File: src/rtl/mtx_pkg.sv
package mtx_pkg;
  localparam int unsigned HALF_W     = 16;
  localparam int unsigned WORD_W     = 2 * HALF_W;
  localparam int unsigned CODE_W     = 3;
  localparam int unsigned PS_W       = 2;
  localparam int unsigned DIV_W      = 7;
  localparam int unsigned NB_W       = $clog2(WORD_W + 2);
  localparam int unsigned TIM_W      = DIV_W + 1 + 2 * ((1 << PS_W) - 1);
  localparam int unsigned STOP_HALVES = 4;

  // number of data bits for a length code, 0 when the code is illegal
  function automatic logic [NB_W-1:0] code_bits(input logic [CODE_W-1:0] code);
    case (code)
      3'd0:    code_bits = NB_W'(8);
      3'd1:    code_bits = NB_W'(16);
      3'd2:    code_bits = NB_W'(24);
      3'd3:    code_bits = NB_W'(32);
      3'd4:    code_bits = NB_W'(20);
      3'd5:    code_bits = NB_W'(17);
      default: code_bits = '0;
    endcase
  endfunction
endpackage

File: src/rtl/mtx_half_timer.sv
module mtx_half_timer
  import mtx_pkg::*;
(
  input  logic             clk,
  input  logic             rst_n,
  input  logic             load,
  input  logic             run,
  input  logic [PS_W-1:0]  ps,
  input  logic [DIV_W-1:0] div,
  output logic             tick
);
  logic [TIM_W-1:0] cnt, lim, span;

  always_comb span = (TIM_W'(div) + TIM_W'(1)) << {ps, 1'b0};

  always_ff @(posedge clk or negedge rst_n) begin
    if (!rst_n) begin
      cnt <= '0;
      lim <= '0;
    end else if (load) begin
      cnt <= '0;
      lim <= span - TIM_W'(1);
    end else if (run) begin
      cnt <= tick ? '0 : cnt + TIM_W'(1);
    end
  end

  assign tick = run && (cnt == lim);

  // the half-bit counter never passes its latched limit
  a_r3_cnt_in_range: assert property (@(posedge clk) disable iff (!rst_n)
    run |-> (cnt <= lim));
endmodule

File: src/rtl/mtx_serializer.sv
module mtx_serializer
  import mtx_pkg::*;
#(
  parameter int unsigned FW = WORD_W + 1
) (
  input  logic            clk,
  input  logic            rst_n,
  input  logic            load,
  input  logic            abort,
  input  logic            tick,
  input  logic [FW-1:0]   frame,
  input  logic [NB_W-1:0] nbits,
  output logic            line,
  output logic            busy,
  output logic            done
);
  localparam int unsigned SC_W = $clog2(STOP_HALVES + 1);

  logic [FW-1:0]   shreg;
  logic [NB_W-1:0] bits_left;
  logic            phase, in_stop;
  logic [SC_W-1:0] stop_cnt;

  always_ff @(posedge clk or negedge rst_n) begin
    if (!rst_n) begin
      busy <= 1'b0; line <= 1'b1; shreg <= '0; bits_left <= '0;
      phase <= 1'b0; in_stop <= 1'b0; stop_cnt <= '0;
    end else if (abort) begin
      busy <= 1'b0; line <= 1'b1; in_stop <= 1'b0;
    end else if (load) begin
      busy      <= 1'b1;
      shreg     <= frame;
      bits_left <= nbits + NB_W'(1);
      phase     <= 1'b0;
      in_stop   <= 1'b0;
      stop_cnt  <= '0;
      line      <= ~frame[FW-1];
    end else if (busy && tick) begin
      if (in_stop) begin
        stop_cnt <= stop_cnt + SC_W'(1);
        if (stop_cnt == SC_W'(STOP_HALVES - 1)) busy <= 1'b0;
      end else if (!phase) begin
        phase <= 1'b1;
        line  <= shreg[FW-1];
      end else begin
        phase     <= 1'b0;
        shreg     <= shreg << 1;
        bits_left <= bits_left - NB_W'(1);
        if (bits_left == NB_W'(1)) begin
          in_stop  <= 1'b1;
          stop_cnt <= '0;
          line     <= 1'b1;
        end else begin
          line <= ~shreg[FW-2];
        end
      end
    end
  end

  assign done = busy && tick && in_stop && !abort &&
                (stop_cnt == SC_W'(STOP_HALVES - 1));

  // the line only moves on a half-bit boundary
  a_r4_line_on_tick: assert property (@(posedge clk) disable iff (!rst_n)
    (busy && !tick && !abort) |=> $stable(line));
  // an idle serializer holds the line high
  a_r1_idle_high: assert property (@(posedge clk) disable iff (!rst_n)
    !busy |-> line);
  // the end of the stop time closes the frame
  a_r5_done_ends: assert property (@(posedge clk) disable iff (!rst_n)
    done |=> !busy);
endmodule

File: src/rtl/mtx_top.sv
module mtx_top
  import mtx_pkg::*;
#(
  parameter int unsigned ADDR_W = 3
) (
  input  logic              clk,
  input  logic              rst_n,
  input  logic              wr_en,
  input  logic [ADDR_W-1:0] wr_addr,
  input  logic [HALF_W-1:0] wr_data,
  output logic              tx_pin,
  output logic              tx_busy,
  output logic              tx_end
);
  localparam int unsigned FW       = WORD_W + 1;
  localparam int unsigned CFG_USED = CODE_W + PS_W + DIV_W;

  logic [HALF_W-1:0] data_hi, data_lo;
  logic [CODE_W-1:0] len_code;
  logic [PS_W-1:0]   ps;
  logic [DIV_W-1:0]  div;
  logic              enable, hold_en, hold_lvl, end_q;
  logic              unused_bits;

  always_ff @(posedge clk or negedge rst_n) begin
    if (!rst_n) begin
      data_hi <= '0; data_lo <= '0; len_code <= '0; ps <= '0; div <= '0;
      enable <= 1'b0; hold_en <= 1'b0; hold_lvl <= 1'b0;
    end else if (wr_en) begin
      case (wr_addr)
        ADDR_W'(0): data_hi <= wr_data;
        ADDR_W'(1): data_lo <= wr_data;
        ADDR_W'(2): begin
          len_code <= wr_data[CODE_W-1:0];
          ps       <= wr_data[CODE_W +: PS_W];
          div      <= wr_data[CODE_W+PS_W +: DIV_W];
        end
        ADDR_W'(3): begin
          enable   <= wr_data[0];
          hold_en  <= wr_data[1];
          hold_lvl <= wr_data[2];
        end
        default: ;
      endcase
    end
  end

  assign unused_bits = ^wr_data[HALF_W-1:CFG_USED];

  logic            cmd_wr, start_wr, clear_wr, len_ok, load, abort, tick, line, done;
  logic [NB_W-1:0] nbits;
  logic [FW-1:0]   frame;

  assign cmd_wr   = wr_en && (wr_addr == ADDR_W'(4));
  assign start_wr = cmd_wr && wr_data[0];
  assign clear_wr = cmd_wr && wr_data[1];
  assign nbits    = code_bits(len_code);
  assign len_ok   = (nbits != '0);
  assign load     = start_wr && enable && len_ok && !tx_busy;
  assign abort    = tx_busy && !enable;
  assign frame    = {1'b1, {data_hi, data_lo} << (NB_W'(WORD_W) - nbits)};

  mtx_half_timer u_timer (
    .clk(clk), .rst_n(rst_n), .load(load), .run(tx_busy),
    .ps(ps), .div(div), .tick(tick)
  );

  mtx_serializer #(.FW(FW)) u_ser (
    .clk(clk), .rst_n(rst_n), .load(load), .abort(abort), .tick(tick),
    .frame(frame), .nbits(nbits), .line(line), .busy(tx_busy), .done(done)
  );

  always_ff @(posedge clk or negedge rst_n) begin
    if (!rst_n)        end_q <= 1'b0;
    else if (done)     end_q <= 1'b1;
    else if (clear_wr) end_q <= 1'b0;
  end

  assign tx_end = end_q;
  assign tx_pin = hold_en ? hold_lvl : line;

  // a finished frame raises the end flag
  a_r5_end_flag_set: assert property (@(posedge clk) disable iff (!rst_n)
    done |=> tx_end);
  // an illegal length never starts a frame
  a_r7_bad_code_ignored: assert property (@(posedge clk) disable iff (!rst_n)
    (!tx_busy && start_wr && !len_ok) |=> !tx_busy);
  // a start during a frame does not end it
  a_r9_start_in_frame: assert property (@(posedge clk) disable iff (!rst_n)
    (tx_busy && start_wr && enable && !done) |=> tx_busy);
  // the flag only drops on a clear command
  a_r6_end_sticky: assert property (@(posedge clk) disable iff (!rst_n)
    (tx_end && !clear_wr) |=> tx_end);
endmodule

File: config.mk
export PLATFORM = sky130hd
export DESIGN_NAME = mtx_top
export DESIGN_NICKNAME = d
export VERILOG_FILES = /design/src/rtl/mtx_pkg.sv /design/src/rtl/mtx_half_timer.sv /design/src/rtl/mtx_serializer.sv /design/src/rtl/mtx_top.sv
export SDC_FILE = /design/constraint.sdc
export NUM_CORES = 1
export LEC_CHECK = 0
export BUFFER_PORTS_ARGS = -buffer_cell sky130_fd_sc_hd__clkbuf_2
export CORE_UTILIZATION = 50
export CTS_CLUSTER_SIZE = 28
export DETAILED_ROUTE_END_ITERATION = 12
export PLACE_DENSITY_LB_ADDON = 0.15
export SLEW_MARGIN = 10
export SYNTH_ARGS = -nofsm -noshare
export SYNTH_HDL_FRONTEND = slang
export SYNTH_HIERARCHICAL = 1
export SYNTH_SLANG_ARGS = --single-unit
File: constraint.sdc
create_clock -name clk -period 3.3 [get_ports clk]
set_clock_uncertainty 0.1 [all_clocks]
set_input_delay 0.66 -clock clk [delete_from_list [all_inputs] [get_ports clk]]
set_output_delay 0.66 -clock clk [all_outputs]
set_load 0.01 [all_outputs]
# Word level (Yosys, flattened, before mapping)

Index checks and enable logic that the tools add are counted.

Reductions and logical operators: 36
Multiply operators: 0
$add $sub $neg: 7
Bitwise operators: 2
Divide/modulo/power cells: 0
Order comparisons: 0
Shift-type cells: 2
Eq/ne operators: 14
Multiplexer cells: 41

Operators by type and width:

| cell                                                | number |
|---|---|
| 2-to-1 mux 33 bit                                   | 4 |
| 2-to-1 mux 14 bit                                   | 3 |
| one-hot mux 6 bit (6 select lines)                  | 1 |
| << shifter 32 x 6 -> 32 bit                         | 1 |
| 2-to-1 mux 1 bit                                    | 24 |
| 2-to-1 mux 6 bit                                    | 4 |
| equality test 3 x 2 -> 1 bit, second input constant | 5 |
| 2-to-1 mux 3 bit                                    | 5 |
| nonzero test 3 bit                                  | 5 |
| adder 14 x 1 -> 14 bit, second input constant       | 1 |
| equality test 14 bit                                | 1 |
| << shifter 14 x 3 -> 14 bit                         | 1 |
| subtractor 14 x 1 -> 14 bit, second input constant  | 1 |
| logical AND 1 bit                                   | 12 |
| AND reduction 2 bit                                 | 5 |
| equality test 3 bit, second input constant          | 3 |
| adder 7 x 1 -> 8 bit, second input constant         | 1 |
| AND reduction 4 bit                                 | 2 |
| nonzero test 2 bit                                  | 4 |
| adder 6 x 1 -> 6 bit, second input constant         | 1 |
| equality test 3 x 1 -> 1 bit, second input constant | 2 |
| equality test 6 x 1 -> 1 bit, second input constant | 1 |
| logical NOT 3 bit                                   | 2 |
| AND reduction 3 bit                                 | 2 |
| other kinds (8)                                     | 11 |

Logic and storage cells: 120
Memory bits (read-only): 0
Register bits: 122
Memory bits (writable): 0
Bits in latches: 0
Bits of input ports: 22
Memories kept: 0

# Logic depth before layout (Yosys ltp)

Depth in word-level cells: 8
Depth in mapped cells: 15

# Cells and area by module

The synthesis kept the hierarchy.

By module, submodules not included:

| module         | times used | area an instance (um^2) | cells each |
|---|---|---|---|
| mtx_top        | 1          | 3697.3                  | 393 |
| mtx_serializer | 1          | 2368.5                  | 243 |
| mtx_half_timer | 1          | 2108.3                  | 246 |

# Worst setup path before layout

No wires, ideal clock.

Kind: register -> register
Start point: register len_code[1]
End point: register u_timer.cnt[7]
Cell stages (with the launch flop): 14
Path slack: -0.118 ns
Arrival time: 3.240 ns
Library setup time: 0.078 ns
Buffers on the path: 4
Period minus slack after synthesis: 3.418 ns
Data required time: 3.122 ns
Cell sequence: dfrtp_1 and3b_1 buf_6 buf_12 inv_1 ha_1 clkbuf_1 clkbuf_1 a31oi_1 clkinv_1 nand2_1 nand4_1 or3_1 a21oi_1

Word-level cells in the longest chain between the ends: 6
Elaborated cells on any way between the ends: 12

RTL lines:

| element                                                 | line                 | text |
|---|---|---|
| start, declared                                         | mtx_top.sv:19        | `logic [CODE_W-1:0] len_code;` |
| start signal, assigned                                  | mtx_top.sv:34        | `len_code <= wr_data[CODE_W-1:0];` |
| equality test 3 bit (tied with other cells)             | mtx_pkg.sv:13        | `case (code)` |
| one-hot mux 6 bit (6 select lines) *                    | mtx_pkg.sv:13        |  |
| nonzero test 6 bit *                                    | mtx_top.sv:58        | `assign len_ok = (nbits != '0);` |
| logical AND 1 bit * (2 in series)                       | mtx_top.sv:59        | `assign load = start_wr && enable && len_ok && !tx_busy;` |
| named net load                                          | mtx_top.sv:50        | `logic cmd_wr, start_wr, clear_wr, len_ok, load, abort, tick, line, done;` |
| 2-to-1 mux 14 bit or nonzero test 2 bit (tied branches) | n/a                  |  |
| end signal, assigned                                    | mtx_half_timer.sv:24 | `cnt <= tick ? '0 : cnt + TIM_W'(1);` |
| end, declared                                           | mtx_half_timer.sv:12 | `logic [TIM_W-1:0] cnt, lim, span;` |

The timed path passes the listed nets; every way through them passes the cells marked *.
A chain may end at the register's enable or synchronous reset.

# Worst setup path after layout

Start point: register len_code[2]
End point: register u_ser.shreg[28]

Elaborated cells on any way between the ends: 17

RTL lines:

| element                                     | line                 | text |
|---|---|---|
| equality test 3 bit (tied with other cells) | mtx_pkg.sv:13        |  |
| one-hot mux 6 bit (6 select lines) *        | mtx_pkg.sv:13        |  |
| subtractor 6 bit *                          | mtx_top.sv:61        | `assign frame = {1'b1, {data_hi, data_lo} << (NB_W'(WORD_W) - nbits)};` |
| << shifter 32 x 6 -> 32 bit *               | mtx_top.sv:61        |  |
| named net frame[28]                         | mtx_top.sv:52        | `logic [FW-1:0] frame;` |
| 2-to-1 mux 33 bit *                         | mtx_serializer.sv:30 | `end else if (load) begin` |
| end signal, assigned                        | mtx_serializer.sv:32 | `shreg <= frame;` |
| end signal, assigned                        | mtx_serializer.sv:47 | `shreg <= shreg << 1;` |
| end, declared                               | mtx_serializer.sv:19 | `logic [FW-1:0] shreg;` |

Marks and branches as above.

==> run metrics <==
HP Class=in -> async; Total Routed Length=22,200 um; vias in the first global route=6,409; critical path arrival=~3.3 ns; row cnt=46; TritonRoute pass-1 iters=5; CP Max Fanout=25; layout cell share with drive strength beyond 1=18.3%; slowest CP cell=dfrtp_1; critical path type=reg -> reg; Max stage delay on crit path=0.49 ns; worst slew pin tran=0.909 ns; Top FF cell, synth=dfrtp_1; vias per cell=between 6 and 7; Post-Synth XOR/XNOR Area=approximately 4.2%; Pleak=~3.8 nW; latest clock arrival within the worst-skew pair=0.42 ns; number of port buffers=24; I/O Pins=25; Final Max Tran Viols=0; Die Y=130 um; CP Buf/Inv Count=2; Avg Inst Size Synth=9.27 um^2; global route total overflow=0; Worst VDD drop=0.556 mV; Area growth syn-to-layout=12.2%; outcome=completed; Final Cycle Share=between 90 and 100%; first-pass GRT wire length=between 30,000 and 40,000 um; Placed Cells=1,092; pwr dens=~720 mW/mm^2; ys async rst share=100%; TritonCTS buffer count=17; Initial Util=between 50% and 60%; Clock transition at path regs=0.06 ns; largest net degree at the start of global routing=57; Mapped Cells=882; adder-cell share of the synthesized area=1.53%; final hold vios=0; nets=927; CTS tree=done; gr usage total=between 20 and 30%; clock buffer depth=2; Synth Area in Compound Gates=a little under a fifth; largest family of logic cells by synthesized area=compound AO/OA/AOI/OAI gates; CP startpoint kind=register; Worst slew margin=39.4%; CP top delay family=compound AO/OA/AOI/OAI gates; drt first-iter violations=532; post-cts sizing count=0; Final Non-Filler Cells=1,124; initial antenna violation count=0; post-synthesis mux area share=17.0%; Post-Syn Area=0.00817 mm^2; HPWL Detailed=around 16,000 um; Warnings, synthesis=6; final setup TNS=0 ns; DRC=0; RSZ-0062 raised after global routing=false; Max Cap Viol=0; number of flops mapped to enable cells by yosys=0; clock sinks=122; register area share after synthesis=a little under two fifths; min cycle time layout=3.06 ns; Synth Register Bits=122; Clock Root Buffer=clkbuf_16; Final ANT Viol Nets=0; CP Cell Sequence=and3b_1 -> inv_1 -> ha_1 -> buf_4 -> nor2b_1 -> a21o_1 -> o221ai_1 -> o21bai_1 -> a22oi_1 -> mux2i_1 -> o21ai_0; H-tree levels=4; Die X-Extent=130 um; ANT cells=0; # Post-CTS Setup Buffers=0; gpl congestion=1.02; Worst setup EP type=register; WL/cell=just under 20 um; core box area=0.0159 mm^2; Post-CTS Hold Fix Bufs=0; Vias=6,834; Yosys cell types=84; Fmax=~0.33 GHz; Finish-stage setup viols=0; CP required=between 3 and 4 ns; full die area=0.0169 mm^2; simple-gate share of the synthesized area=about 16%
cells in the final DEF, fill, tap and decap left out, drive strengths merged, types with 13 or more instances in the layout:
master,synthesis,layout
xor2,16,16
inv,19,20
clkbuf,26,44
and3,13,13
nand2,88,88
nand3,18,18
o21ai,70,70
o22ai,14,14
mux2,53,53
xnor2,23,23
buf,32,27
nor2b,17,17
dfrtp,121,121
nor2,75,75
a21oi,43,43
mux2i,74,74
through the flow:
step                      hold WS, ns  instance area (um^2)  util [%]  power, W  setup WS [ns]
after CTS                       0.108                  9170      57.5   0.00663          0.281
after floorplan                 0.264                  8190         -   0.00387         0.0720
after global routing            0.121                  9170      57.5   0.00700         0.0344
after detailed placement        0.370                  8530      53.5   0.00460          0.298
final                          0.0946                  9170      57.5   0.00664          0.237
after global placement          0.364                  8530      53.5   0.00455          0.413
final timing paths:
| kind | start | endpoint | slack, ns | cells past startpoint |
|---|---|---|---|---|
| max | len_code[2]$_DFFE_PN0P_ | u_ser/shreg[28]$_DFFE_PN0P_ | 0.24 | 11 |
| max reg2reg | len_code[2]$_DFFE_PN0P_ | u_ser/shreg[28]$_DFFE_PN0P_ | 0.24 | 11 |
| min reg2reg | u_ser/shreg[30]$_DFFE_PN0P_ | u_ser/shreg[30]$_DFFE_PN0P_ | 0.38 | 2 |
| max in group asynchronous | rst_n | data_hi[9]$_DFFE_PN0P_ | 2.21 | 2 |
| min | rst_n | u_timer/cnt[7]$_DFFE_PN0P_ | 0.09 | 1 |
| min in group clk | u_ser/shreg[30]$_DFFE_PN0P_ | u_ser/shreg[30]$_DFFE_PN0P_ | 0.38 | 2 |
registers in the layout (all words and copies together), names as in the netlist:
| name | flops |
|---|---|
| u_ser/line | 1 |
| u_ser/stop_cnt | 3 |
| u_ser/busy | 1 |
| hold_en | 1 |
| hold_lvl | 1 |
| u_ser/in_stop | 1 |
| data_lo | 16 |
| u_timer/cnt | 14 |
| u_ser/shreg | 33 |
| tx_end | 1 |
| len_code | 3 |
| u_ser/bits_left | 6 |
| data_hi | 16 |
| u_ser/phase | 1 |
| enable | 1 |
| u_timer/lim | 14 |
| ps | 2 |
| div | 7 |
layout make-up:
| cell class | instances | area (um^2) |
|---|---|---|
| sequential | 122 | 3050 |
| clock buffer | 21 | 470 |
| tap | 216 | 270 |
| inverter | 21 | 78.8 |
| multi-input combinational | 683 | 4800 |
| clock inverter | 11 | 166 |
| timing repair buffer | 50 | 330 |
| fill | 1449 | 6770 |
cell families after synthesis:
logic type	Yosys count
multiplexers	129
buffers and inverters	79
AO/OA/AOI/OAI	227
other	2
AND/OR/NAND/NOR	274
flip-flops	122
XOR/XNOR	39
adder cells (fa/ha/maj)	10
power breakdown:
part / switching, W / leakage [nW] / internal [W]
registers: 0.000421 / 1.56 / 0.00177
clock network: 0.000688 / 0.317 / 0.00132
logic: 0.00140 / 1.94 / 0.00104
total: 0.00251 / 3.81 / 0.00413
Yosys cell counts, types with 4 or more instances:
library cell	number	area, um^2
clkbuf_1	26	97.6
mux2_2	52	586
nor2_1	74	278
o221ai_1	4	35.0
nand2b_1	9	56.3
a21oi_1	41	205
a31o_2	5	43.8
a211oi_1	5	37.5
o22ai_1	14	87.6
a21o_1	6	45.0
ha_1	10	125
xnor2_1	23	201
inv_1	19	71.3
o21ai_1	4	20.0
a22oi_1	11	82.6
and3_1	13	81.3
a31oi_1	9	56.3
a221oi_1	4	35.0
xor2_1	16	140
and2_1	8	50.1
a221o_1	6	60.1
o21ai_0	65	325
buf_1	4	15.0
mux2i_1	74	741
or3_1	7	43.8
buf_2	21	105
nor3_1	9	45.0
nand2_1	88	330
o31ai_1	4	30.0
o21a_1	4	30.0
nand3_1	18	90.1
dfrtp_1	121	3030
buf_6	5	56.3
nor2b_1	17	106
nand4_1	10	62.6
routing by layer:
| layer | part of all wire [%] | global-route usage [%] | up-vias |
|---|---|---|---|
| li1 | - | - | 3236 |
| met1 | 48 | 40.7 | 3353 |
| met2 | 45 | 41.4 | 219 |
| met4 | 1.3 | 7.25 | 0 |
| met3 | 5.9 | 6.11 | 26 |
| met5 | 0 | 0 | - |
No activity file was read; power rests on OpenSTA's default activity.
